## src/rtl/squelch_pkg.sv

```systemverilog
package squelch_pkg;

    typedef enum logic [1:0] {
        SQ_IDLE      = 2'd0,
        SQ_WAIT_OPP  = 2'd1,
        SQ_WAIT_BACK = 2'd2,
        SQ_VALID     = 2'd3
    } sq_state_e;

    typedef enum logic {
        POL_POS = 1'b0,
        POL_NEG = 1'b1
    } sq_pol_e;

    typedef struct packed {
        sq_state_e state;
        sq_pol_e   first_pol;
    } sq_seq_regs_t;

endpackage

```

## src/rtl/squelch_tick_counter.sv

```systemverilog
module squelch_tick_counter #(
    parameter int MAX_COUNT = 3,
    parameter int CNT_W     = 2
) (
    input  logic             clk,
    input  logic             rst_n,
    input  logic             clr,
    input  logic             inc,
    output logic [CNT_W-1:0] count
);

    logic [CNT_W-1:0] count_d, count_q;

    always_comb begin
        count_d = count_q;
        if (clr) begin
            count_d = '0;
        end else if (inc) begin
            count_d = count_q + CNT_W'(1);
        end
    end

    always_ff @(posedge clk or negedge rst_n) begin
        if (!rst_n) begin
            count_q <= '0;
        end else begin
            count_q <= count_d;
        end
    end

    assign count = count_q;

    AST_COUNT_BOUND: assert property (@(posedge clk) disable iff (!rst_n)
        count_q <= CNT_W'(MAX_COUNT));

endmodule

```

## src/rtl/squelch_sequencer.sv

```systemverilog
module squelch_sequencer
    import squelch_pkg::*;
#(
    parameter int WIN_TICKS = 3,
    parameter int EOP_TICKS = 3,
    parameter int CNT_W     = 2
) (
    input  logic             clk,
    input  logic             rst_n,
    input  logic             pos_hit,
    input  logic             neg_hit,
    input  logic [CNT_W-1:0] count,
    output logic             cnt_clr,
    output logic             cnt_inc,
    output logic             valid
);

    localparam logic [CNT_W-1:0] WIN_LAST = CNT_W'(WIN_TICKS - 1);
    localparam logic [CNT_W-1:0] EOP_LAST = CNT_W'(EOP_TICKS);

    sq_seq_regs_t seq_d, seq_q;
    logic         any_hit;
    logic         back_hit;
    logic         opp_hit;

    always_comb begin
        any_hit  = pos_hit | neg_hit;
        back_hit = (seq_q.first_pol == POL_POS) ? pos_hit : neg_hit;
        opp_hit  = (seq_q.first_pol == POL_POS) ? neg_hit : pos_hit;
        seq_d    = seq_q;
        cnt_clr  = 1'b0;
        cnt_inc  = 1'b0;
        case (seq_q.state)
            SQ_IDLE: begin
                if (any_hit) begin
                    seq_d.state     = SQ_WAIT_OPP;
                    seq_d.first_pol = pos_hit ? POL_POS : POL_NEG;
                    cnt_clr         = 1'b1;
                end
            end
            SQ_WAIT_OPP: begin
                if (opp_hit) begin
                    seq_d.state = SQ_WAIT_BACK;
                    cnt_clr     = 1'b1;
                end else if (count == WIN_LAST) begin
                    seq_d.state = SQ_IDLE;
                    cnt_clr     = 1'b1;
                end else begin
                    cnt_inc = 1'b1;
                end
            end
            SQ_WAIT_BACK: begin
                if (back_hit) begin
                    seq_d.state = SQ_VALID;
                    cnt_clr     = 1'b1;
                end else if (count == WIN_LAST) begin
                    seq_d.state = SQ_IDLE;
                    cnt_clr     = 1'b1;
                end else begin
                    cnt_inc = 1'b1;
                end
            end
            SQ_VALID: begin
                if (any_hit) begin
                    cnt_clr = 1'b1;
                end else if (count == EOP_LAST) begin
                    seq_d.state = SQ_IDLE;
                    cnt_clr     = 1'b1;
                end else begin
                    cnt_inc = 1'b1;
                end
            end
            default: begin
                seq_d.state = SQ_IDLE;
                cnt_clr     = 1'b1;
            end
        endcase
    end

    always_ff @(posedge clk or negedge rst_n) begin
        if (!rst_n) begin
            seq_q <= '{state: SQ_IDLE, first_pol: POL_POS};
        end else begin
            seq_q <= seq_d;
        end
    end

    assign valid = (seq_q.state == SQ_VALID);

    AST_IDLE_NOT_DIRECT_VALID: assert property (@(posedge clk) disable iff (!rst_n)
        (seq_q.state == SQ_IDLE) |=> (seq_q.state != SQ_VALID));

    AST_WINDOW_ABORT: assert property (@(posedge clk) disable iff (!rst_n)
        (seq_q.state == SQ_WAIT_OPP && count == WIN_LAST && !opp_hit)
        |=> (seq_q.state == SQ_IDLE));

    AST_VALID_FROM_SEQ: assert property (@(posedge clk) disable iff (!rst_n)
        $rose(valid) |-> ($past(seq_q.state) == SQ_WAIT_BACK));

    AST_ACTIVITY_HOLDS: assert property (@(posedge clk) disable iff (!rst_n)
        (valid && (pos_hit || neg_hit)) |=> valid);

endmodule

```

## src/rtl/squelch_qualifier.sv

```systemverilog
module squelch_qualifier #(
    parameter int WIN_TICKS = 3,
    parameter int EOP_TICKS = 3
) (
    input  logic clk,
    input  logic rst_n,
    input  logic above_pos_i,
    input  logic below_neg_i,
    input  logic reduced_mode_i,
    output logic data_valid_o,
    output logic low_thresh_sel_o
);

    localparam int MAX_COUNT = (WIN_TICKS > EOP_TICKS) ? WIN_TICKS : EOP_TICKS;
    localparam int CNT_W     = $clog2(MAX_COUNT + 1);

    logic [CNT_W-1:0] tick_count;
    logic             tick_clr;
    logic             tick_inc;
    logic             seq_valid;

    squelch_tick_counter #(
        .MAX_COUNT(MAX_COUNT),
        .CNT_W    (CNT_W)
    ) i_counter (
        .clk  (clk),
        .rst_n(rst_n),
        .clr  (tick_clr),
        .inc  (tick_inc),
        .count(tick_count)
    );

    squelch_sequencer #(
        .WIN_TICKS(WIN_TICKS),
        .EOP_TICKS(EOP_TICKS),
        .CNT_W    (CNT_W)
    ) i_sequencer (
        .clk    (clk),
        .rst_n  (rst_n),
        .pos_hit(above_pos_i),
        .neg_hit(below_neg_i),
        .count  (tick_count),
        .cnt_clr(tick_clr),
        .cnt_inc(tick_inc),
        .valid  (seq_valid)
    );

    assign data_valid_o     = seq_valid;
    assign low_thresh_sel_o = seq_valid | reduced_mode_i;

    AST_LOW_WHEN_VALID: assert property (@(posedge clk) disable iff (!rst_n)
        data_valid_o |-> low_thresh_sel_o);

    AST_REDUCED_FORCES_LOW: assert property (@(posedge clk) disable iff (!rst_n)
        reduced_mode_i |-> low_thresh_sel_o);

    AST_EOP_RESTORES: assert property (@(posedge clk) disable iff (!rst_n)
        $fell(data_valid_o) |-> (low_thresh_sel_o == reduced_mode_i));

endmodule

```

## config.mk

```make
export PLATFORM = sky130hd
export DESIGN_NAME = squelch_qualifier
export DESIGN_NICKNAME = d
export VERILOG_FILES = /design/src/rtl/squelch_pkg.sv /design/src/rtl/squelch_tick_counter.sv /design/src/rtl/squelch_sequencer.sv /design/src/rtl/squelch_qualifier.sv
export SDC_FILE = /design/constraint.sdc
export NUM_CORES = 1
export LEC_CHECK = 0
export BUFFER_PORTS_ARGS = -buffer_cell sky130_fd_sc_hd__buf_2
export CAP_MARGIN = 20
export CORE_AREA = 2 2 39 41
export DETAILED_ROUTE_END_ITERATION = 12
export DIE_AREA = 0 0 41 43
export PLACE_DENSITY = 0.73
export SETUP_SLACK_MARGIN = 0.3
export SLEW_MARGIN = 5
export SYNTH_ARGS = -nofsm -noshare
export SYNTH_HDL_FRONTEND = slang
export SYNTH_SLANG_ARGS = --single-unit
```

## constraint.sdc

```tcl
create_clock -name clk -period 2 [get_ports clk]
set_input_delay 0.4 -clock clk [delete_from_list [all_inputs] [get_ports clk]]
set_output_delay 0.4 -clock clk [all_outputs]
set_load 0.01 [all_outputs]
```

==> flow_summary.json <==
{
  "cts_tree": "built",
  "floorplan.initialDensity": 0.383,
  "gr-total-overflow": 0,
  "drc_errors": 0,
  "p_leak_nw": 0.294,
  "synthesis.area_um2": 531,
  "synth_nets": 71,
  "ys_top_cells_by_area": "dfrtp_1 24%, ha_1 19%, a21oi_1 4.7%",
  "synth.avg_cell_area_um2": 9.15,
  "die_w_um": 41,
  "wire_per_inst_um": 13.4,
  "antenna_found_initial": 0,
  "syn_inst": 58,
  "ys_seq_elements": 5,
  "dr.pass1.iters": 4,
  "max_slew_margin": 0.759,
  "async_flop_share": 1.00,
  "synth_edf_count": 0,
  "synth_top_area_share": 0.236,
  "drt-vias-per-instance": 5.42,
  "grt_pass1_vias": 425,
  "drt_iter0_drc": 5,
  "ioPinCount": 7,
  "p_per_area_mw_per_mm2": 1330,
  "core_area_mm2": 0.00138,
  "critPathCaptureType": "register",
  "min_path_type": "in2reg",
  "synth_flop_cell": "dfrtp_1",
  "period_needed_ps": 1750,
  "fmax_mhz": 572,
  "path_max_fanout": 6,
  "drive_gt1_frac": 0.403,
  "track_usage": 0.152,
  "h-tree-depth": 1,
  "crit_type": "reg2reg",
  "status": "completed",
  "drt_wl_total_mm": 1.18,
  "setup_tns_ps": 0,
  "syn_to_final_growth_pct": 31.6,
  "startpoint_type": "register",
  "numPortBuffers": 6,
  "place_congestion": 0.719,
  "grt_pass1_wl_mm": 1.79,
  "finalNetCount": 86,
  "dp_hpwl_um": 847,
  "maxCapViolations": 0,
  "die_h_um": 43,
  "worst_pin_slew_ps": 358,
  "rsz0062_at_grt": "true",
  "hold_viol": 0,
  "required_ps": 2150,
  "cts_buffer_depth": 2,
  "cts-root-buf": "clkbuf_4",
  "die_area_mm2": 0.00176,
  "setup_viol": 0,
  "yosysTopAreaCell": "dfrtp_1",
  "hold_ws_ps": 483,
  "clk_latency_ps": 240,
  "ant_nets": 0,
  "routed-via-count": 477,
  "grt_max_degree": 10,
  "fin_crit_sh": 0.874,
  "peakVddDrop_v": 0.000615,
  "skew_ps": 6.08,
  "cts.sinks": 5,
  "yosysWarnings": 0,
  "clk_pin_slew_ps": 40,
  "cp_data_arrival_time_ps": 1900,
  "yosysUniqueCellTypes": 30,
  "drv_slew": 0,
  "ys_seq_area_frac": 0.236,
  "n_antenna_cell": 0,
  "numCtsBuffers": 3,
  "rows": 14
}
-- critical path, cell delays in order (launching register included) --
cell      delay [ps]
dfrtp_2          430
ha_4             180
or4b_4           450
o22a_1           250
a21o_1           180
a211oi_2         180
-- cells by family (layout without fill, tap and decap cells) --
group / after synthesis / after routing / synth area share
fa+ha+maj: 8 / 8 / 0.189
flops: 5 / 5 / 0.236
compound gates: 18 / 18 / 0.238
buf+inv: 7 / 21 / 0.0778
mux: 3 / 3 / 0.0613
simple gates: 16 / 16 / 0.182
xor+xnor: 1 / 1 / 0.0165
-- area by class of cell --
type / count / area (um^2)
Tap cell: 16 / 20.0
Fill cell: 128 / 686
Inverter: 5 / 21.3
Clock buffer: 4 / 26.3
Multi-Input combinational cell: 46 / 419
Sequential cell: 5 / 128
Timing Repair Buffer: 12 / 83.8
-- metal layers --
layer,GRT usage,share of wire
met1,0.205,0.45
met4,0.100,0.0076
met2,0.209,0.52
met5,0,0
met3,0.0314,0.025
-- registers in the layout, summed over array words and instances, names as in the netlist --
| signal | cells |
|---|---|
| i_sequencer.seq_q | 3 |
| i_counter.count | 2 |
-- Yosys cell counts (2+ instances only) --
master	instances
nor2_1	3
a21oi_1	5
dfrtp_1	5
buf_6	2
nand2_1	2
nand2b_1	3
ha_1	8
a21boi_0	2
nand3_1	2
o21ai_0	2
inv_1	5
-- where the power goes --
part	leakage, nW	switching, mW	internal (mW)
Sequential	0.0614	0.0682	0.148
Combinational	0.217	0.295	0.303
Clock	0.0150	0.0370	0.0751
-- placed cells by master, fill, tap and decap left out, types with 2 or more instances in the layout --
cell      instances
a21boi_0          2
a21oi_1           5
buf_2             5
buf_4             5
clkbuf_4          3
dfrtp_1           3
dfrtp_2           2
ha_1              3
ha_2              2
ha_4              3
inv_1             3
nand2_1           2
nand2b_1          3
nand3_1           2
nor2_1            3
o21ai_0           2
-- final timing paths --
path | cells past startpoint | from | end | slack, ps
setup reg to reg | 5 | i_sequencer.seq_q[1]$_DFFE_PN0P_ | i_counter.count[1]$_DFFE_PN0P_ | 250
hold / removal | 2 | above_pos_i | i_sequencer.seq_q[0]$_DFFE_PN0P_ | 480
setup / recovery | 5 | i_sequencer.seq_q[1]$_DFFE_PN0P_ | i_counter.count[1]$_DFFE_PN0P_ | 250
max in group asynchronous | 2 | rst_n | i_sequencer.seq_q[1]$_DFFE_PN0P_ | 1360
hold reg to reg | 2 | i_sequencer.seq_q[1]$_DFFE_PN0P_ | i_sequencer.seq_q[1]$_DFFE_PN0P_ | 690
min in group asynchronous | 2 | rst_n | i_counter.count[1]$_DFFE_PN0P_ | 500
-- stage by stage --
step,cell area (um^2),setup WS [ps],total power [mW],instances,util
floorplan,572,322,0.640,58,-
global placement,599,246,0.716,78,0.433
detailed placement,599,218,0.731,78,0.433
CTS,663,252,0.889,85,0.479
global route,698,176,1.01,88,0.505
finish,698,253,0.926,88,0.505
-- what timing repair did --
action / in CTS / in global routing
endpoints found under the hold margin: 5 / 0
resized for setup: 4 / 3
buffers inserted: 2 / 3
setup endpoints to repair: 3 / 3
hold buffers: 1 / 0
pin swaps: 1 / 2
No activity file was read; power rests on OpenSTA's default activity.
